**src/rtl/dsc_pkg.sv**
```systemverilog
package dsc_pkg;

    typedef enum logic [1:0] {
        SEQ_IDLE  = 2'd0,
        SEQ_CONV  = 2'd1,
        SEQ_BURST = 2'd2,
        SEQ_DRAIN = 2'd3
    } seq_state_e;

    typedef struct packed {
        logic cnv_n;
        logic sclk;
        logic cap_clr;
        logic cap_en;
        logic busy;
    } seq_ctl_t;

    function automatic int unsigned cnt_bits(input int unsigned n);
        return (n < 2) ? 1 : $clog2(n + 1);
    endfunction

endpackage

```
**src/rtl/dsc_rate.sv**
```systemverilog
module dsc_rate #(
    parameter int RATE_W = 16
) (
    input  logic              clk,
    input  logic              rst,
    input  logic              auto_en_i,
    input  logic [RATE_W-1:0] rate_i,
    output logic              tick_o
);
    logic [RATE_W-1:0] cnt_q;
    logic [RATE_W:0]   cnt_nx;

    assign cnt_nx = {1'b0, cnt_q} + {{RATE_W{1'b0}}, 1'b1};
    assign tick_o = auto_en_i && (cnt_nx >= {1'b0, rate_i});

    always_ff @(posedge clk) begin
        if (rst || !auto_en_i) begin
            cnt_q <= '0;
        end else if (tick_o) begin
            cnt_q <= '0;
        end else begin
            cnt_q <= cnt_nx[RATE_W-1:0];
        end
    end
endmodule

```
**src/rtl/dsc_seq.sv**
```systemverilog
module dsc_seq
    import dsc_pkg::*;
#(
    parameter int DATA_W = 16,
    parameter int CT_W   = 8
) (
    input  logic            clk,
    input  logic            rst,
    input  logic            trig_i,
    input  logic [CT_W-1:0] conv_time_i,
    input  logic            cap_done_i,
    output seq_ctl_t        ctl_o
);
    localparam int PC_W = cnt_bits(DATA_W);
    localparam logic [PC_W-1:0] LAST_PULSE = PC_W'(DATA_W - 1);

    seq_state_e      state_q;
    logic [CT_W-1:0] cnt_q;
    logic [CT_W:0]   cnt_nx;
    logic            conv_done;
    logic            ph_q;
    logic [PC_W-1:0] pc_q;

    assign cnt_nx    = {1'b0, cnt_q} + {{CT_W{1'b0}}, 1'b1};
    assign conv_done = cnt_nx >= {1'b0, conv_time_i};

    always_ff @(posedge clk) begin
        if (rst) begin
            state_q <= SEQ_IDLE;
            cnt_q   <= '0;
            ph_q    <= 1'b0;
            pc_q    <= '0;
        end else begin
            unique case (state_q)
                SEQ_IDLE: begin
                    if (trig_i) begin
                        state_q <= SEQ_CONV;
                        cnt_q   <= '0;
                    end
                end
                SEQ_CONV: begin
                    if (conv_done) begin
                        state_q <= SEQ_BURST;
                        ph_q    <= 1'b1;
                        pc_q    <= '0;
                    end else begin
                        cnt_q <= cnt_nx[CT_W-1:0];
                    end
                end
                SEQ_BURST: begin
                    ph_q <= ~ph_q;
                    if (!ph_q) begin
                        if (pc_q == LAST_PULSE) begin
                            state_q <= SEQ_DRAIN;
                        end else begin
                            pc_q <= pc_q + 1'b1;
                        end
                    end
                end
                SEQ_DRAIN: begin
                    if (cap_done_i) begin
                        state_q <= SEQ_IDLE;
                    end
                end
                default: state_q <= SEQ_IDLE;
            endcase
        end
    end

    always_comb begin
        ctl_o.cnv_n   = (state_q != SEQ_CONV);
        ctl_o.sclk    = (state_q == SEQ_BURST) && ph_q;
        ctl_o.cap_clr = (state_q == SEQ_CONV);
        ctl_o.cap_en  = (state_q == SEQ_BURST) || (state_q == SEQ_DRAIN);
        ctl_o.busy    = (state_q != SEQ_IDLE);
    end
endmodule

```
**src/rtl/dsc_capture.sv**
```systemverilog
module dsc_capture
    import dsc_pkg::*;
#(
    parameter int DATA_W = 16,
    parameter int LANES  = 2
) (
    input  logic                         clk,
    input  logic                         rst,
    input  logic                         clr_i,
    input  logic                         en_i,
    input  logic                         echo_i,
    input  logic [LANES-1:0]             lane_i,
    output logic [LANES-1:0][DATA_W-1:0] word_o,
    output logic                         valid_o
);
    localparam int BC_W = cnt_bits(DATA_W);
    localparam logic [BC_W-1:0] LAST_BIT = BC_W'(DATA_W - 1);

    logic             echo_q;
    logic             echo_qq;
    logic [LANES-1:0] lane_q;
    logic [BC_W-1:0]  bc_q;
    logic             take;
    logic             last;
    logic             valid_q;

    always_ff @(posedge clk) begin
        if (rst) begin
            echo_q  <= 1'b0;
            echo_qq <= 1'b0;
            lane_q  <= '0;
        end else begin
            echo_q  <= echo_i;
            echo_qq <= echo_q;
            lane_q  <= lane_i;
        end
    end

    assign take = echo_q && !echo_qq && en_i;
    assign last = take && (bc_q == LAST_BIT);

    always_ff @(posedge clk) begin
        if (rst || clr_i) begin
            bc_q <= '0;
        end else if (take) begin
            bc_q <= last ? '0 : bc_q + 1'b1;
        end
    end

    always_ff @(posedge clk) begin
        if (rst) begin
            valid_q <= 1'b0;
        end else begin
            valid_q <= last;
        end
    end

    for (genvar l = 0; l < LANES; l++) begin : g_lane
        logic [DATA_W-1:0] sh_q;
        logic [DATA_W-1:0] word_q;
        logic [DATA_W-1:0] sh_nx;

        assign sh_nx = {sh_q[DATA_W-2:0], lane_q[l]};

        always_ff @(posedge clk) begin
            if (rst) begin
                sh_q   <= '0;
                word_q <= '0;
            end else begin
                if (take) begin
                    sh_q <= sh_nx;
                end
                if (last) begin
                    word_q <= sh_nx;
                end
            end
        end

        assign word_o[l] = word_q;
    end

    assign valid_o = valid_q;
endmodule

```
**src/rtl/dual_sar_capture.sv**
```systemverilog
module dual_sar_capture
    import dsc_pkg::*;
#(
    parameter int DATA_W = 16,
    parameter int CT_W   = 8,
    parameter int RATE_W = 16
) (
    input  logic              clk,
    input  logic              rst,
    input  logic              start_i,
    input  logic              auto_en_i,
    input  logic [RATE_W-1:0] rate_i,
    input  logic [CT_W-1:0]   conv_time_i,
    output logic              cnv_n_o,
    output logic              sclk_o,
    input  logic              echo_i,
    input  logic              sdo_a_i,
    input  logic              sdo_b_i,
    output logic              valid_o,
    output logic [DATA_W-1:0] data_a_o,
    output logic [DATA_W-1:0] data_b_o,
    output logic              overrun_o
);
    localparam int LANES = 2;

    logic                         tick;
    logic                         trig;
    seq_ctl_t                     ctl;
    logic [LANES-1:0][DATA_W-1:0] words;
    logic                         cap_valid;
    logic                         overrun_q;

    dsc_rate #(.RATE_W(RATE_W)) u_rate (
        .clk       (clk),
        .rst       (rst),
        .auto_en_i (auto_en_i),
        .rate_i    (rate_i),
        .tick_o    (tick)
    );

    assign trig = start_i || tick;

    dsc_seq #(.DATA_W(DATA_W), .CT_W(CT_W)) u_seq (
        .clk         (clk),
        .rst         (rst),
        .trig_i      (trig),
        .conv_time_i (conv_time_i),
        .cap_done_i  (cap_valid),
        .ctl_o       (ctl)
    );

    dsc_capture #(.DATA_W(DATA_W), .LANES(LANES)) u_cap (
        .clk     (clk),
        .rst     (rst),
        .clr_i   (ctl.cap_clr),
        .en_i    (ctl.cap_en),
        .echo_i  (echo_i),
        .lane_i  ({sdo_b_i, sdo_a_i}),
        .word_o  (words),
        .valid_o (cap_valid)
    );

    always_ff @(posedge clk) begin
        if (rst) begin
            overrun_q <= 1'b0;
        end else if (trig && ctl.busy) begin
            overrun_q <= 1'b1;
        end
    end

    assign cnv_n_o   = ctl.cnv_n;
    assign sclk_o    = ctl.sclk;
    assign valid_o   = cap_valid;
    assign data_a_o  = words[0];
    assign data_b_o  = words[1];
    assign overrun_o = overrun_q;
endmodule

```
**config.mk**
```make
export PLATFORM = sky130hd
export DESIGN_NAME = dual_sar_capture
export DESIGN_NICKNAME = d
export VERILOG_FILES = /design/src/rtl/dsc_pkg.sv /design/src/rtl/dsc_rate.sv /design/src/rtl/dsc_seq.sv /design/src/rtl/dsc_capture.sv /design/src/rtl/dual_sar_capture.sv
export SDC_FILE = /design/constraint.sdc
export NUM_CORES = 1
export LEC_CHECK = 0
export BUFFER_PORTS_ARGS = -buffer_cell sky130_fd_sc_hd__buf_4
export CAP_MARGIN = 20
export CELL_PAD_IN_SITES_DETAIL_PLACEMENT = 1
export CELL_PAD_IN_SITES_GLOBAL_PLACEMENT = 2
export CORE_MARGIN = 2
export CORE_UTILIZATION = 30
export DETAILED_ROUTE_END_ITERATION = 8
export PLACE_DENSITY_LB_ADDON = 0.1
export SYNTH_ARGS = -nofsm -noshare
export SYNTH_HDL_FRONTEND = slang
export SYNTH_HIERARCHICAL = 1
export SYNTH_SLANG_ARGS = --single-unit
```
**constraint.sdc**
```tcl
create_clock -name clk -period 9.3 [get_ports clk]
set_input_delay 0.465 -clock clk [delete_from_list [all_inputs] [get_ports clk]]
set_output_delay 0.465 -clock clk [all_outputs]
set_load 0.01 [all_outputs]
```
======== Yosys cells after proc, flatten, opt, wreduce, memory -nomap -nowiden ========
Cells that the tools add are included.
W data, S select, Z words.
cells by class
  multiplexer cells ....................... 16
  reduce and logical (&&, ||, !) cells .... 21
  bitwise operators ....................... 1
  $add $sub $neg .......................... 4
  equality and inequality tests ........... 13
  magnitude comparators ................... 2
operators with widths
  operator                 number
  $mux W5                  4
  $add A16 B1 Y17 const B  1
  $ge A17 B16 Y1           1
  $mux W8                  2
  $pmux W8 S2              1
  $add A5 B1 Y5 const B    2
  $eq A5 B4 Y1 const B     2
  $mux W2                  5
  $ne A2 B2 Y1 const B     5
  $pmux W5 S2              1
  $add A8 B1 Y9 const B    1
  $ge A9 B8 Y1             1
  $pmux W2 S4              1
  $logic_and A1 B1 Y1      6
  $ne A2 B1 Y1 const B     3
  $reduce_bool A2 Y1       3
  $reduce_and A5 Y1        1
  $eq A2 B2 Y1 const B     2
  $logic_or A1 B1 Y1       4
  $reduce_and A4 Y1        1
  $reduce_and A3 Y1        1
  $eq A2 B1 Y1 const B     1
  $logic_not A1 Y1         2
  $logic_not A2 Y1         1
  other kinds (5)          5
storage, ports and cells
  input port bits ......................... 31
  logic and storage cells ................. 72
  register bits after elaboration ......... 105

======== Depth between registers and ports, before layout ========
  depth in word-level cells ............... 6
  gate-level depth with buffers ........... 16

======== Cells and area by module ========
Netlist, hierarchy kept.
by module, submodules not included
  module            seq. area each (um^2)  cells an instance  area each (um^2)  instances
  dsc_capture       1441.4                 313                2533.7            1
  dsc_seq           320.3                  141                1239.9            1
  dsc_rate          320.3                  134                1121.1            1
  dual_sar_capture  20.0                   5                  40.0              1

======== Worst setup path before layout ========
Ideal clock, no wire load.
  path type ............................... register -> register
  start point ............................. reg u_rate.cnt_q[2]
  end point ............................... reg u_seq.cnt_q[3]
  stages on the path, launching flop included .. 17
  data arrival time ....................... 3210 ps
  clock period less this slack ............ 3297 ps
  slack ................................... 6003 ps
  cell sequence ........................... dfxtp_1 -> and4_2 -> nand2_1 -> nor4_1 -> xor2_1 -> ha_1 -> a21o_1 -> a21oi_1 -> o31ai_1 -> a21oi_1 -> a21boi_0 -> or2_1 -> nor2_1 -> inv_1 -> a311oi_2 -> o21ai_1 -> o31ai_1
on the way
  word-level cells in the longest chain between the ends .. 6
ends and longest elaborated chain
  item                         line                    source
  start: declaration           dsc_rate.sv:10          logic [RATE_W-1:0] cnt_q;
  start signal: assignment     dsc_rate.sv:22          cnt_q <= cnt_nx[RATE_W-1:0];
  $add A16 B1 Y17              dsc_rate.sv:13          assign cnt_nx = {1'b0, cnt_q} + {{RATE_W{1'b0}}, 1'b1};
  named net u_rate.cnt_nx[14]  dsc_rate.sv:11          logic [RATE_W:0] cnt_nx;
  $ge A17 B16 Y1               dsc_rate.sv:14          assign tick_o = auto_en_i && (cnt_nx >= {1'b0, rate_i});
  $logic_and A1 B1 Y1          dsc_rate.sv:14
  named net tick               dual_sar_capture.sv:26  logic tick;
  $logic_or A1 B1 Y1           dual_sar_capture.sv:41  assign trig = start_i || tick;
  named net trig               dual_sar_capture.sv:27  logic trig;
  $ne A2 B2 Y1 (no line)       n/a
  $reduce_and A3 Y1 (no line)  n/a
  end signal: assignment       dsc_seq.sv:47           cnt_q <= cnt_nx[CT_W-1:0];
  end: declaration             dsc_seq.sv:18           logic [CT_W-1:0] cnt_q;
The timed path passes the listed nets, and every way through them passes these cells.
A chain may end at the register's enable or synchronous reset.

======== Worst setup path in the final report ========
  start point ............................. reg u_rate.cnt_q[0]
  end point ............................... reg u_seq.cnt_q[5]
The elaborated chain is that of the path after synthesis.

==> impl_metrics.csv <==
group,metric,value,unit
outcome,outcome,"completed",
setup_path,rr_startpoint,"u_rate/cnt_q[0]",
die,row_count,46,
logic_synthesis,yosysMostFrequentCell,"nand2_1",
grt,grt_pass1_wl,20.6,mm
cts,cts-root-buf,"clkbuf_16",
timing,clock_skew,0.0112,ns
grt,grt_max_degree,83,
cts,clk_pin_slew_worst_paths,0.08,ns
pwr,peakVddDrop,0.0929,mV
timing,slew_viol_final,0,
placed_design,dp.cells,853,
final_layout,seqCellArea,2100,µm²
logic_synthesis,synth_seq_cells,105,
pwr,p_clk_frac,0.358,
die,die_area,17500,µm²
detailed_routing,via_per_inst,4.78,
logic_synthesis,synth_common_cells,"nand2_1, dfxtp_1, a21oi_1",
placed_design,place_ws,5.43,ns
logic_synthesis,synth-simple-area-share,0.241,
die,coreArea,16000,µm²
pwr,p_leak,2.34,nW
setup_path,r2r-end,"u_seq/cnt_q[5]",
final_layout,finalNonFillerCells,869,
setup_path,rrSetupSlack,5.36,ns
grt,grt_overflow,0,
detailed_routing,wl_per_cell,14.0,µm
timing,fmax,254,MHz
die,die_y,132,µm
pwr,power.internal,0.719,mW
timing,slew_headroom,0.407,
hold_path,worst_hold_path_type,"in2reg",
die,start_util,0.308,
setup_path,end_kind,"flip-flop",
pwr,power.switching,0.308,mW
cts,cts.path.max_buffers,2,
logic_synthesis,synth_seq_area_share,0.426,
logic_synthesis,syn_nets,659,
setup_path,cp.arrival,4.20,ns
cts,clk_latency,0.35,ns
detailed_routing,drt_wl_total,12.2,mm
timing,rsz0062_at_grt,"false",
cts,post_cts_buffers,0,
pwr,comb_power_share,0.181,
logic_synthesis,synth_area_leaders,"dfxtp_1, nand2_1, ha_1",
flow_run,cap_violations,0,
logic_synthesis,avgSynthCellArea,8.32,µm²
logic_synthesis,synth_edf_count,0,
cts,htree_levels,3,
logic_synthesis,synthMuxAreaShare,0.00406,
detailed_routing,first_pass_iters,4,
detailed_routing,drt_iter0_drc,194,
pwr,p_seq_frac,0.461,
cts,cts.repair.resized,0,
detailed_routing,vias,4154,
die,die_x,132,µm
final_layout,num-fill-cells,1954,
logic_synthesis,ys.warnings.count,6,
logic_synthesis,yosysTopAreaCell,"dfxtp_1",
logic_synthesis,synth_top_family_by_area,"simple AND/OR/NAND/NOR gates",
setup_path,critPathCapture,"u_seq/cnt_q[5]",
setup_path,cp.required,9.56,ns
setup_path,critPathMaxFanout,7,
logic_synthesis,synth_compound_area_frac,0.148,
timing,finalCritPeriodShare,0.424,
logic_synthesis,synthArstFlopShare,0,
grt,track_usage,0.143,
cts,hold_buffers,0,
placed_design,gp_congestion,0.764,
final_layout,syn_to_final_growth,18.9,%
grt,antenna_found_initial,0,
logic_synthesis,synth_adder_area_share,0.0887,
final_layout,layout-drive-gt1-share,0.158,
setup_path,critPathKind,"reg2reg",
grt,grt_pass1_vias,4201,
timing,tns,0,ns
timing,fin_ws,5.36,ns
setup_path,crit_start,"u_rate/cnt_q[0]",
final_layout,multi_input_area,2550,µm²
timing,setup_viol,0,
final_layout,nNetsFinal,714,
die,io_pins,67,
cts,cts_buffers,9,
detailed_routing,ant_nets,0,
logic_synthesis,ys.flop_type,"dfxtp_1",
logic_synthesis,ys_types,64,
logic_synthesis,yosysTopAreaCellShare,0.426,
placed_design,dpl.hpwl,8.63,mm
timing,finalHoldViolations,0,
placed_design,port_buffers,66,
final_layout,antenna_cells,0,
cts,clock_sinks,105,
logic_synthesis,synth_xor_area_frac,0.0355,
timing,hold_slack,0.316,ns
pwr,swShare,0.300,
logic_synthesis,synth_area,4930,µm²
setup_path,reg2reg_depth,16,
setup_path,critPathLaunchType,"flip-flop",
timing,tightest_slew,0.889,ns
logic_synthesis,synthesis.instances,593,
cts,cts_tree,"built",
pwr,power_density,175,nW/µm²
detailed_routing,drc,0,
timing,period_minus_slack,3.94,ns
worst min-delay path by stage:
stage | start | end | slack [ns] | cells after the start
6_report | sdo_b_i | u_cap/lane_q[1] | 0.32 | 2
5_1_grt | sdo_b_i | u_cap/lane_q[1] | 0.31 | 2
4_1_cts | sdo_b_i | u_cap/lane_q[1] | 0.30 | 2
3_5_place_dp | u_cap/g_lane[1].word_q[6] | u_cap/g_lane[1].word_q[6] | 0.45 | 2
3_3_place_gp | u_cap/bc_q[4] | u_cap/bc_q[4] | 0.44 | 2
2_1_floorplan | u_cap/bc_q[4] | u_cap/bc_q[4] | 0.43 | 2
per-layer routing:
layer,track usage,vias to the layer above,part of all wire
met5,0,-,0
met3,0.0419,12,0.037
met2,0.239,49,0.48
met1,0.181,1996,0.48
li1,-,2097,-
met4,0.0370,0,0.010
flip-flops by register name, summed over array words and instances, names as in the netlist:
| register | count |
|---|---|
| overrun_o | 1 |
| u_cap/bc_q | 5 |
| u_cap/echo_q | 1 |
| u_cap/echo_qq | 1 |
| u_cap/g_lane.sh_q | 30 |
| u_cap/g_lane.word_q | 32 |
| u_cap/lane_q | 2 |
| u_cap/valid_o | 1 |
| u_rate/cnt_q | 16 |
| u_seq/cnt_q | 8 |
| u_seq/pc_q | 5 |
| u_seq/ph_q | 1 |
| u_seq/state_q | 2 |
cells by family (layout without fill, tap and decap cells):
family / after synthesis / in the layout
multiplexers: 2 / 2
adder cells (fa/ha/maj): 35 / 35
XOR/XNOR: 20 / 20
AND/OR/NAND/NOR: 244 / 244
AO/OA/AOI/OAI: 125 / 125
buffers and inverters: 62 / 122
flip-flops: 105 / 105
stage by stage:
| stage | power [mW] | cell area, µm² | utilization |
|---|---|---|---|
| finish | 1.03 | 5870 | 0.367 |
| global route | 1.10 | 5870 | 0.367 |
| CTS | 1.05 | 5870 | 0.367 |
| detailed placement | 0.673 | 5590 | 0.349 |
| global placement | 0.664 | 5590 | 0.349 |
| floorplan | 0.618 | 4930 | - |
worst max-delay path, stage by stage, from the launching register on:
cell      delay (ns)
dfxtp_1         0.40
ha_1            0.30
nand2_1         0.18
nor4_1          0.37
xor2_1          0.23
ha_1            0.29
a21o_1          0.18
a21oi_1         0.14
o31ai_1         0.12
a21oi_1         0.14
a21boi_0        0.12
or2_1           0.24
nor2_1          0.21
inv_1           0.15
a311oi_2        0.55
o21ai_1         0.14
o31ai_1         0.09
power groups by stage:
stage / sequential, mW / combinational, mW / clock [mW]
6_report: 0.473 / 0.186 / 0.368
4_1_cts: 0.473 / 0.190 / 0.386
3_5_place_dp: 0.484 / 0.189 / 0
3_3_place_gp: 0.483 / 0.181 / 0
5_1_grt: 0.475 / 0.211 / 0.409
2_1_floorplan: 0.481 / 0.137 / 0
placed cells by master, fill, tap and decap left out, types with 5 or more instances in the layout:
cell | netlist | layout
o31ai_1 | 5 | 5
nand2_1 | 142 | 142
o21ai_0 | 7 | 7
xor2_1 | 8 | 8
nand3_1 | 11 | 11
inv_1 | 35 | 35
clkbuf_16 | 0 | 9
dfxtp_1 | 105 | 105
o21ai_1 | 7 | 7
buf_4 | 3 | 70
ha_1 | 35 | 35
xnor2_1 | 12 | 12
nor2b_1 | 20 | 20
nand2b_1 | 5 | 5
a21oi_1 | 84 | 84
nor2_1 | 18 | 18
nand4_1 | 9 | 9
layout make-up:
cell class,count,area share
flip-flops and latches,105,0.358
multi-input cells,426,0.435
inverters,36,0.0230
repair buffers,70,0.0896
clock inverters,5,0.00811
clock buffers,11,0.0397
well taps,216,0.0461
Power figures use the tool's default switching activity.
